--- src/rtl/seg_xlate_pkg.sv ---
package seg_xlate_pkg;

  typedef enum logic [1:0] {
    ACC_READ  = 2'd0,
    ACC_WRITE = 2'd1,
    ACC_FETCH = 2'd2,
    ACC_RSVD  = 2'd3
  } acc_e;

  typedef enum logic [1:0] {
    RT_NONE  = 2'd0,
    RT_READ  = 2'd1,
    RT_WRITE = 2'd2,
    RT_EXEC  = 2'd3
  } rights_e;

  typedef enum logic [1:0] {
    FLT_NONE  = 2'd0,
    FLT_BOUND = 2'd1,
    FLT_PROT  = 2'd2,
    FLT_RSVD  = 2'd3
  } cause_e;

  // Permission matrix: rows are rights codes, columns are access kinds.
  function automatic logic access_allowed(rights_e rt, acc_e acc);
    logic ok;
    ok = 1'b0;
    case (acc)
      ACC_READ:  ok = (rt != RT_NONE);
      ACC_WRITE: ok = (rt == RT_WRITE);
      ACC_FETCH: ok = (rt == RT_EXEC);
      default:   ok = 1'b0;
    endcase
    return ok;
  endfunction

endpackage

--- src/rtl/seg_entry_reg.sv ---
module seg_entry_reg #(
  parameter int PA_W = 24
) (
  input  logic            clk,
  input  logic            rst_n,
  input  logic            load,
  input  logic [PA_W-1:0] base_d,
  input  logic [PA_W-1:0] size_d,
  input  logic [1:0]      rights_d,
  output logic [PA_W-1:0] base_q,
  output logic [PA_W-1:0] size_q,
  output logic [1:0]      rights_q
);

  logic [PA_W-1:0] base_nx;
  logic [PA_W-1:0] size_nx;
  logic [1:0]      rights_nx;

  always_comb begin
    base_nx   = base_q;
    size_nx   = size_q;
    rights_nx = rights_q;
    if (load) begin
      base_nx   = base_d;
      size_nx   = size_d;
      rights_nx = rights_d;
    end
  end

  always_ff @(posedge clk or negedge rst_n) begin
    if (!rst_n) begin
      base_q   <= '0;
      size_q   <= '0;
      rights_q <= 2'd0;
    end else begin
      base_q   <= base_nx;
      size_q   <= size_nx;
      rights_q <= rights_nx;
    end
  end

endmodule

--- src/rtl/seg_table.sv ---
module seg_table #(
  parameter int SEG_W = 3,
  parameter int PA_W  = 24
) (
  input  logic             clk,
  input  logic             rst_n,
  input  logic             wr_en,
  input  logic [SEG_W-1:0] wr_idx,
  input  logic [PA_W-1:0]  wr_base,
  input  logic [PA_W-1:0]  wr_size,
  input  logic [1:0]       wr_rights,
  input  logic [SEG_W-1:0] lk_idx,
  output logic [PA_W-1:0]  lk_base,
  output logic [PA_W-1:0]  lk_size,
  output logic [1:0]       lk_rights,
  input  logic [SEG_W-1:0] rd_idx,
  output logic [PA_W-1:0]  rd_base,
  output logic [PA_W-1:0]  rd_size,
  output logic [1:0]       rd_rights
);

  localparam int NSEG = 1 << SEG_W;

  logic [NSEG-1:0]           load_vec;
  logic [NSEG-1:0][PA_W-1:0] ent_base;
  logic [NSEG-1:0][PA_W-1:0] ent_size;
  logic [NSEG-1:0][1:0]      ent_rights;

  for (genvar g = 0; g < NSEG; g++) begin : g_ent
    assign load_vec[g] = wr_en && (wr_idx == SEG_W'(g));

    seg_entry_reg #(.PA_W(PA_W)) u_ent (
      .clk      (clk),
      .rst_n    (rst_n),
      .load     (load_vec[g]),
      .base_d   (wr_base),
      .size_d   (wr_size),
      .rights_d (wr_rights),
      .base_q   (ent_base[g]),
      .size_q   (ent_size[g]),
      .rights_q (ent_rights[g])
    );
  end

  // Lookup port: reads current contents, so a same-cycle write is not seen.
  always_comb begin
    lk_base   = ent_base[lk_idx];
    lk_size   = ent_size[lk_idx];
    lk_rights = ent_rights[lk_idx];
  end

  // Save/restore port.
  always_comb begin
    rd_base   = ent_base[rd_idx];
    rd_size   = ent_size[rd_idx];
    rd_rights = ent_rights[rd_idx];
  end

endmodule

--- src/rtl/seg_check.sv ---
module seg_check
  import seg_xlate_pkg::*;
#(
  parameter int OFS_W = 16,
  parameter int PA_W  = 24
) (
  input  logic [OFS_W-1:0] offset,
  input  logic [PA_W-1:0]  base,
  input  logic [PA_W-1:0]  size,
  input  logic [1:0]       rights,
  input  logic [1:0]       access,
  output logic [PA_W-1:0]  paddr,
  output logic             addr_ok,
  output logic [1:0]       cause
);

  localparam int PAD_W = PA_W - OFS_W;

  logic [PA_W-1:0] ofs_ext;
  logic            over_bound;
  logic            permitted;

  assign ofs_ext    = {{PAD_W{1'b0}}, offset};
  assign over_bound = (ofs_ext > size);
  assign permitted  = access_allowed(rights_e'(rights), acc_e'(access));

  always_comb begin
    cause   = FLT_NONE;
    addr_ok = 1'b0;
    paddr   = '0;
    if (over_bound) begin
      cause = FLT_BOUND;
    end else if (!permitted) begin
      cause = FLT_PROT;
    end else begin
      addr_ok = 1'b1;
      paddr   = base + ofs_ext;
    end
  end

endmodule

--- src/rtl/seg_xlate_unit.sv ---
module seg_xlate_unit #(
  parameter int SEG_W = 3,
  parameter int OFS_W = 16,
  parameter int PA_W  = 24
) (
  input  logic                   clk,
  input  logic                   rst_n,
  input  logic                   req_valid,
  input  logic [SEG_W+OFS_W-1:0] req_vaddr,
  input  logic [1:0]             req_access,
  output logic                   rsp_valid,
  output logic                   rsp_addr_ok,
  output logic [PA_W-1:0]        rsp_paddr,
  output logic [1:0]             rsp_cause,
  input  logic                   tbl_wr_en,
  input  logic [SEG_W-1:0]       tbl_wr_idx,
  input  logic [PA_W-1:0]        tbl_wr_base,
  input  logic [PA_W-1:0]        tbl_wr_size,
  input  logic [1:0]             tbl_wr_rights,
  input  logic [SEG_W-1:0]       tbl_rd_idx,
  output logic [PA_W-1:0]        tbl_rd_base,
  output logic [PA_W-1:0]        tbl_rd_size,
  output logic [1:0]             tbl_rd_rights
);

  localparam int VA_W = SEG_W + OFS_W;

  logic [SEG_W-1:0] seg_sel;
  logic [OFS_W-1:0] seg_ofs;
  logic [PA_W-1:0]  lk_base;
  logic [PA_W-1:0]  lk_size;
  logic [1:0]       lk_rights;
  logic [PA_W-1:0]  chk_paddr;
  logic             chk_ok;
  logic [1:0]       chk_cause;

  assign seg_sel = req_vaddr[VA_W-1:OFS_W];
  assign seg_ofs = req_vaddr[OFS_W-1:0];

  seg_table #(.SEG_W(SEG_W), .PA_W(PA_W)) u_table (
    .clk       (clk),
    .rst_n     (rst_n),
    .wr_en     (tbl_wr_en),
    .wr_idx    (tbl_wr_idx),
    .wr_base   (tbl_wr_base),
    .wr_size   (tbl_wr_size),
    .wr_rights (tbl_wr_rights),
    .lk_idx    (seg_sel),
    .lk_base   (lk_base),
    .lk_size   (lk_size),
    .lk_rights (lk_rights),
    .rd_idx    (tbl_rd_idx),
    .rd_base   (tbl_rd_base),
    .rd_size   (tbl_rd_size),
    .rd_rights (tbl_rd_rights)
  );

  seg_check #(.OFS_W(OFS_W), .PA_W(PA_W)) u_check (
    .offset  (seg_ofs),
    .base    (lk_base),
    .size    (lk_size),
    .rights  (lk_rights),
    .access  (req_access),
    .paddr   (chk_paddr),
    .addr_ok (chk_ok),
    .cause   (chk_cause)
  );

  // Response stage
  logic            rsp_en;
  logic            valid_nx;
  logic            ok_nx;
  logic [PA_W-1:0] paddr_nx;
  logic [1:0]      cause_nx;

  assign rsp_en = req_valid || rsp_valid;

  always_comb begin
    valid_nx = req_valid;
    ok_nx    = 1'b0;
    paddr_nx = '0;
    cause_nx = 2'd0;
    if (req_valid) begin
      ok_nx    = chk_ok;
      paddr_nx = chk_paddr;
      cause_nx = chk_cause;
    end
  end

  always_ff @(posedge clk or negedge rst_n) begin
    if (!rst_n) begin
      rsp_valid   <= 1'b0;
      rsp_addr_ok <= 1'b0;
      rsp_paddr   <= '0;
      rsp_cause   <= 2'd0;
    end else if (rsp_en) begin
      rsp_valid   <= valid_nx;
      rsp_addr_ok <= ok_nx;
      rsp_paddr   <= paddr_nx;
      rsp_cause   <= cause_nx;
    end
  end

endmodule

--- config.mk ---
export PLATFORM = sky130hd
export DESIGN_NAME = seg_xlate_unit
export DESIGN_NICKNAME = d
export VERILOG_FILES = /design/src/rtl/seg_xlate_pkg.sv /design/src/rtl/seg_entry_reg.sv /design/src/rtl/seg_table.sv /design/src/rtl/seg_check.sv /design/src/rtl/seg_xlate_unit.sv
export SDC_FILE = /design/constraint.sdc
export NUM_CORES = 1
export LEC_CHECK = 0
export BUFFER_PORTS_ARGS = -buffer_cell sky130_fd_sc_hd__buf_2
export CORE_MARGIN = 1
export CORE_UTILIZATION = 30
export CTS_CLUSTER_DIAMETER = 60
export DETAILED_ROUTE_END_ITERATION = 8
export MAX_ROUTING_LAYER = met4
export PLACE_DENSITY = 0.55
export SLEW_MARGIN = 20
export SYNTH_ARGS = -nofsm -noshare
export SYNTH_HDL_FRONTEND = slang
export SYNTH_SLANG_ARGS = --single-unit
--- constraint.sdc ---
create_clock -name clk -period 8.6 [get_ports clk]
set_clock_uncertainty 0.2 [all_clocks]
set_input_delay 1.29 -clock clk [delete_from_list [all_inputs] [get_ports clk]]
set_output_delay 1.29 -clock clk [all_outputs]
set_load 0.01 [all_outputs]
==> qor.yml, run 1 <==
ys_seq_area_frac: 0.473
cts.clk_slew.worst_paths_ps: 60
min_from: "rsp_paddr[5]"
num_rows: 100
vias: 14000
gr-usage-met2: 0.276
final_util: 0.349
hold_viol_final: 0
vias_per_cell: 5.38
start_util: 0.304
htree_levels: 2
cts_buffer_depth: 3
critPathLaunchType: "primary input"
cts_num_sinks: 428
max_slew_margin: 0.253
final_cell_mix: "mux2_2 (467), dfrtp_1 (428), mux4_2 (185)"
syn_inst: 1464
synth_area_leaders: "dfrtp_1 (47%), mux2_2 (23%), mux4_2 (18%)"
ys_async_sr_fraction: 1.00
fill_cells: 7147
critPathRequiredTime_ps: 7110
antenna_found_initial: 12
area_delta_synth_final_pct: 14.9
grt_pass1_vias: 15100
yosysTopAreaCell: "dfrtp_1"
crit_fanout: 49
fin_crit_ps: 5390
chipWidth_um: 277
cp-startpoint: "tbl_rd_idx[0]"
path_class: "in2out"
power_leakage_nw: 10.7
r2r_end: "rsp_paddr[12]"
ys_warn_count: 0
hold_path.class: "reg2reg"
synth_fp_nets: 1581
endpoint_kind: "primary output"
arrival_ps: 3900
crit_path_end: "tbl_rd_size[0]"
cp_slowest_stage_delay_ps: 770
r2r-start: "u_table.g_ent[7].u_ent.base_q[0]"
regToRegSetupSlack_ps: 5000
rsz0062_at_grt: "no"
power.density_mw_per_mm2: 247
period_share: 0.627
synth_area_per_cell_sq_um: 15.5
setup_viol: 0
ys_seq_elements: 428
drt_wl_total_um: 65500
place.gp.congestion: 0.801
grt_pass1_wl_um: 99500
drive_gt1_frac: 0.558
gr-usage-all-layers: 0.178
nNetsFinal: 1710
die_y_um: 277
worst_ir_drop_vdd_uv: 150
port_buffers: 158
dr.pass1.iters: 5
wl_per_cell_um: 25.1
cts_tree: "built"
drc: 0
cpMaxStageDelayCell: "buf_4"
crit_chain: "buf_6 -> buf_4 -> mux4_2 -> mux2_2 -> buf_2"
netlist.area_leader.share: 0.473
io_pins: 159
grt_most_used_layer: "met2"
post-cts-setup-buffer-count: 0
core_sq_mm: 0.0746
layout_commonest_cell: "mux2_2"
ys.flop_type: "dfrtp_1"
clk_latency_ps: 590
met1_usage: 0.232
fmax_ghz: 0.186
ys_types: 48
numCtsBuffers: 47
grt-ovfl-total: 0
tns_ps: 0
grt_max_degree: 141
dr.first_iter.drc_count: 815
cts_hold_buf: 0
synth_edf_count: 0
regArea_sq_mm: 0.0107
netlist_area_sq_mm: 0.0226
tightest_slew_ps: 1120
maxCapViolCount: 0
worstRegToRegCells: 11
status: "complete, no violations"
cts_root_buf: "clkbuf_16"
multi_input_area_sq_mm: 0.0115
ant_nets: 0
dp_hpwl_um: 40900
finalMaxSlewViolations: 0
met3_usage: 0.0383
fp.dieArea_sq_mm: 0.0766
post_cts_resized: 0
metrics by stage:
stage / hold WS, ps / worst slack [ps] / cell area, sq um / cells / total power, W
2_1_floorplan: 288 / 3330 / 22600 / 1464 / 0.00389
3_3_place_gp: 262 / 2840 / 24500 / 2512 / 0.00441
3_5_place_dp: 274 / 2770 / 24500 / 2513 / 0.00447
4_1_cts: 287 / 3120 / 26000 / 2597 / 0.00650
5_1_grt: 321 / 3000 / 26000 / 2607 / 0.00675
6_report: 285 / 3210 / 26000 / 2608 / 0.00642
per-layer routing:
metal  part of all wire  routed length (um)
met4              0.028                1860
met5                  0                   0
met3              0.058                3780
met1               0.44               28800
met2               0.48               31100
how the worst min path moves through the flow:
stage	to	slack, ps	cells past startpoint
after global placement	rsp_addr_ok	260	2
after floorplan	u_table.g_ent[7].u_ent.size_q[23]	290	1
final	rsp_paddr[5]	290	2
after global routing	rsp_addr_ok	320	2
after detailed placement	rsp_paddr[11]	270	2
after CTS	rsp_paddr[11]	290	2
final cells by class:
cell class / count / share of cell area
multi-input cells: 924 / 0.442
flip-flops and latches: 428 / 0.412
clock buffers: 75 / 0.0532
well taps: 969 / 0.0466
repair buffers: 182 / 0.0392
clock inverters: 9 / 0.00457
inverters: 10 / 0.00144
diodes: 11 / 0.00106
cell families (layout without fill, tap and decap cells):
logic type / count (synthesis) / count (layout) / share of synthesized area
muxes: 677 / 677 / 0.427
adders and majority gates: 36 / 36 / 0.0202
buffers and inverters: 112 / 276 / 0.0203
AOI/OAI and AO/OA: 82 / 82 / 0.0254
and+or+nand+nor: 106 / 106 / 0.0248
DFF: 428 / 428 / 0.473
xor gates and xnor gates: 23 / 23 / 0.00890
other: 0 / 11 / 0
flip-flops by register name, summed over array words and instances, names as in the netlist:
name and flops:
rsp_valid 1, rsp_addr_ok 1, u_table.g_ent.u_ent.rights_q 16, rsp_paddr 24
u_table.g_ent.u_ent.size_q 192, rsp_cause 2, u_table.g_ent.u_ent.base_q 192
worst max-delay path, delay by kind of cell:
kind | cells | cell delay (ps)
muxes | 2 | 950
buffers and inverters | 3 | 1510
power breakdown:
part,switching (W),total [W],internal [W]
Sequential,0.000320,0.00277,0.00245
Clock,0.000833,0.00199,0.00116
Combinational,0.000709,0.00165,0.000945
synthesized netlist by cell type, types with 11 or more instances:
library cell and n:
buf_2 11, nor2_1 14, mux2i_1 25, ha_1 35, xor2_1 16, buf_1 26
o31ai_1 27, a21oi_1 17, a21o_1 12, nand2_1 36, dfrtp_1 428, mux2_2 467
mux4_2 185, nor4_1 13, clkbuf_1 61
Note: power is estimated with default switching activity, not from simulation.
==> run 2, diff against run 1 <==
--- a/config.mk
+++ b/config.mk
@@ -11,7 +11,7 @@
 export CTS_CLUSTER_DIAMETER = 60
 export DETAILED_ROUTE_END_ITERATION = 8
 export MAX_ROUTING_LAYER = met4
-export PLACE_DENSITY = 0.55
+export PLACE_DENSITY = 0.57
 export SLEW_MARGIN = 20
 export SYNTH_ARGS = -nofsm -noshare
 export SYNTH_HDL_FRONTEND = slang
==> constraint.sdc (replaced) <==
create_clock -name clk -period 4.3 [get_ports clk]
set_clock_uncertainty 0.2 [all_clocks]
set_input_delay 0.645 -clock clk [delete_from_list [all_inputs] [get_ports clk]]
set_output_delay 0.645 -clock clk [all_outputs]
set_load 0.01 [all_outputs]
==> qor.yml, run 2 (synthesized netlist as in run 1, its figures left out) <==
status: "complete, no violations"
final_cell_mix: "mux2_2 (467), dfrtp_1 (428), mux4_2 (185)"
power_leakage_nw: 11.0
grt_max_degree: 106
stdcell_count: 2640
grt_pass1_vias: 15000
start_util: 0.304
fmax_ghz: 0.271
max_slew_margin: 0.305
chipWidth_um: 277
worst_ir_drop_vdd_uv: 287
ant_nets: 0
nNetsFinal: 1742
vias: 14100
num_rows: 100
core_sq_mm: 0.0746
numCtsBuffers: 51
cp-startpoint: "req_vaddr[16]"
cts.clk_slew.worst_paths_ps: 60
arrival_ps: 4000
drt_wl_total_um: 64800
dr.pass1.iters: 5
clk_latency_ps: 600
crit_fanout: 20
cts_hold_buf: 2
reg_top3: "u_table.g_ent.u_ent.base_q x192, u_table.g_ent.u_ent.size_q x192, rsp_paddr x24"
cts_buffer_depth: 3
path_class: "in2reg"
fin_crit_ps: 3690
swShare: 0.290
finalMaxSlewViolations: 0
power.density_mw_per_mm2: 496
post-cts-setup-buffer-count: 0
p_clk_frac: 0.322
report.power.total_w: 0.0132
tightest_slew_ps: 1040
pwr-share-comb: 0.258
wl_per_cell_um: 24.6
net-switching-power_w: 0.00382
multi_input_area_sq_mm: 0.0115
cts_root_buf: "clkbuf_16"
io_pins: 159
area_delta_synth_final_pct: 17.4
layout_commonest_cell: "mux2_2"
power_frac_seq: 0.421
antenna_found_initial: 10
cts_tree: "built"
regArea_sq_mm: 0.0107
vias_per_cell: 5.34
internal-power_w: 0.00935
die_y_um: 277
critPathRequiredTime_ps: 4610
endpoint_kind: "flip-flop"
tns_ps: 0
maxCapViolCount: 0
port_buffers: 158
grt_pass1_wl_um: 98500
gr-usage-all-layers: 0.176
setup_viol: 0
min_from: "tbl_wr_base[21]"
period_share: 0.859
post_cts_resized: 0
grt-ovfl-total: 0
hold_path.class: "in2reg"
drive_gt1_frac: 0.571
rsz0062_at_grt: "no"
fp.dieArea_sq_mm: 0.0766
fill_cells: 7133
hold_viol_final: 0
dp_cells: 2539
final_util: 0.356
drc: 0
dp_hpwl_um: 40500
place.gp.congestion: 0.801
dr.first_iter.drc_count: 846
htree_levels: 2
cts_num_sinks: 428
critPathLaunchType: "primary input"
r2r-start: "u_table.g_ent[3].u_ent.base_q[4]"
[run 2: final timing paths]
kind | depth (start not counted) | slack (ps) | end
max | 13 | 610 | rsp_paddr[19]
min | 2 | 180 | u_table.g_ent[7].u_ent.base_q[21]
max reg2reg | 11 | 740 | rsp_paddr[19]
min reg2reg | 2 | 280 | rsp_paddr[5]
max in group asynchronous | 3 | 2480 | u_table.g_ent[3].u_ent.base_q[18]
min in group asynchronous | 2 | 400 | u_table.g_ent[1].u_ent.size_q[11]
[run 2: power by group through the flow]
stage / combinational, W / sequential (W) / clock, W
6_report: 0.00339 / 0.00554 / 0.00424
2_1_floorplan: 0.00241 / 0.00537 / 0
3_5_place_dp: 0.00343 / 0.00559 / 0
5_1_grt: 0.00368 / 0.00565 / 0.00452
3_3_place_gp: 0.00336 / 0.00552 / 0
4_1_cts: 0.00345 / 0.00552 / 0.00436
[run 2: layer usage]
metal,track usage,routed length [um],up-vias
met5,-,0,-
met4,0.0541,1660,0
met3,0.0318,3440,92
met2,0.269,30600,331
met1,0.237,29100,7629
li1,-,-,6045
[run 2: cell type report]
type                            instances  share of cell area
Inverter                               10             0.00141
Clock inverter                         15             0.00579
Timing Repair Buffer                  210              0.0546
Sequential cell                       428               0.403
Clock buffer                           73              0.0557
Antenna cell                           11             0.00104
Multi-Input combinational cell        924               0.433
Tap cell                              969              0.0456
[run 2: worst max-delay path: stages]
cell and delay (ps):
buf_6 270, buf_4 260, mux4_2 500, mux2_2 290, ha_1 350, and3_1 200, nand4_1 150, nor3_1 330
nor3b_1 100, buf_4 160, nor4b_1 380, xor2_1 120, o31ai_1 210
[run 2: per-stage QoR]
stage	instance area (sq um)	hold WS, ps	setup WS (ps)
after floorplan	22700	149	18.8
after global placement	24900	262	88.4
after detailed placement	24900	264	0.626
after CTS	26500	140	645
after global routing	26600	167	451
final	26600	177	607
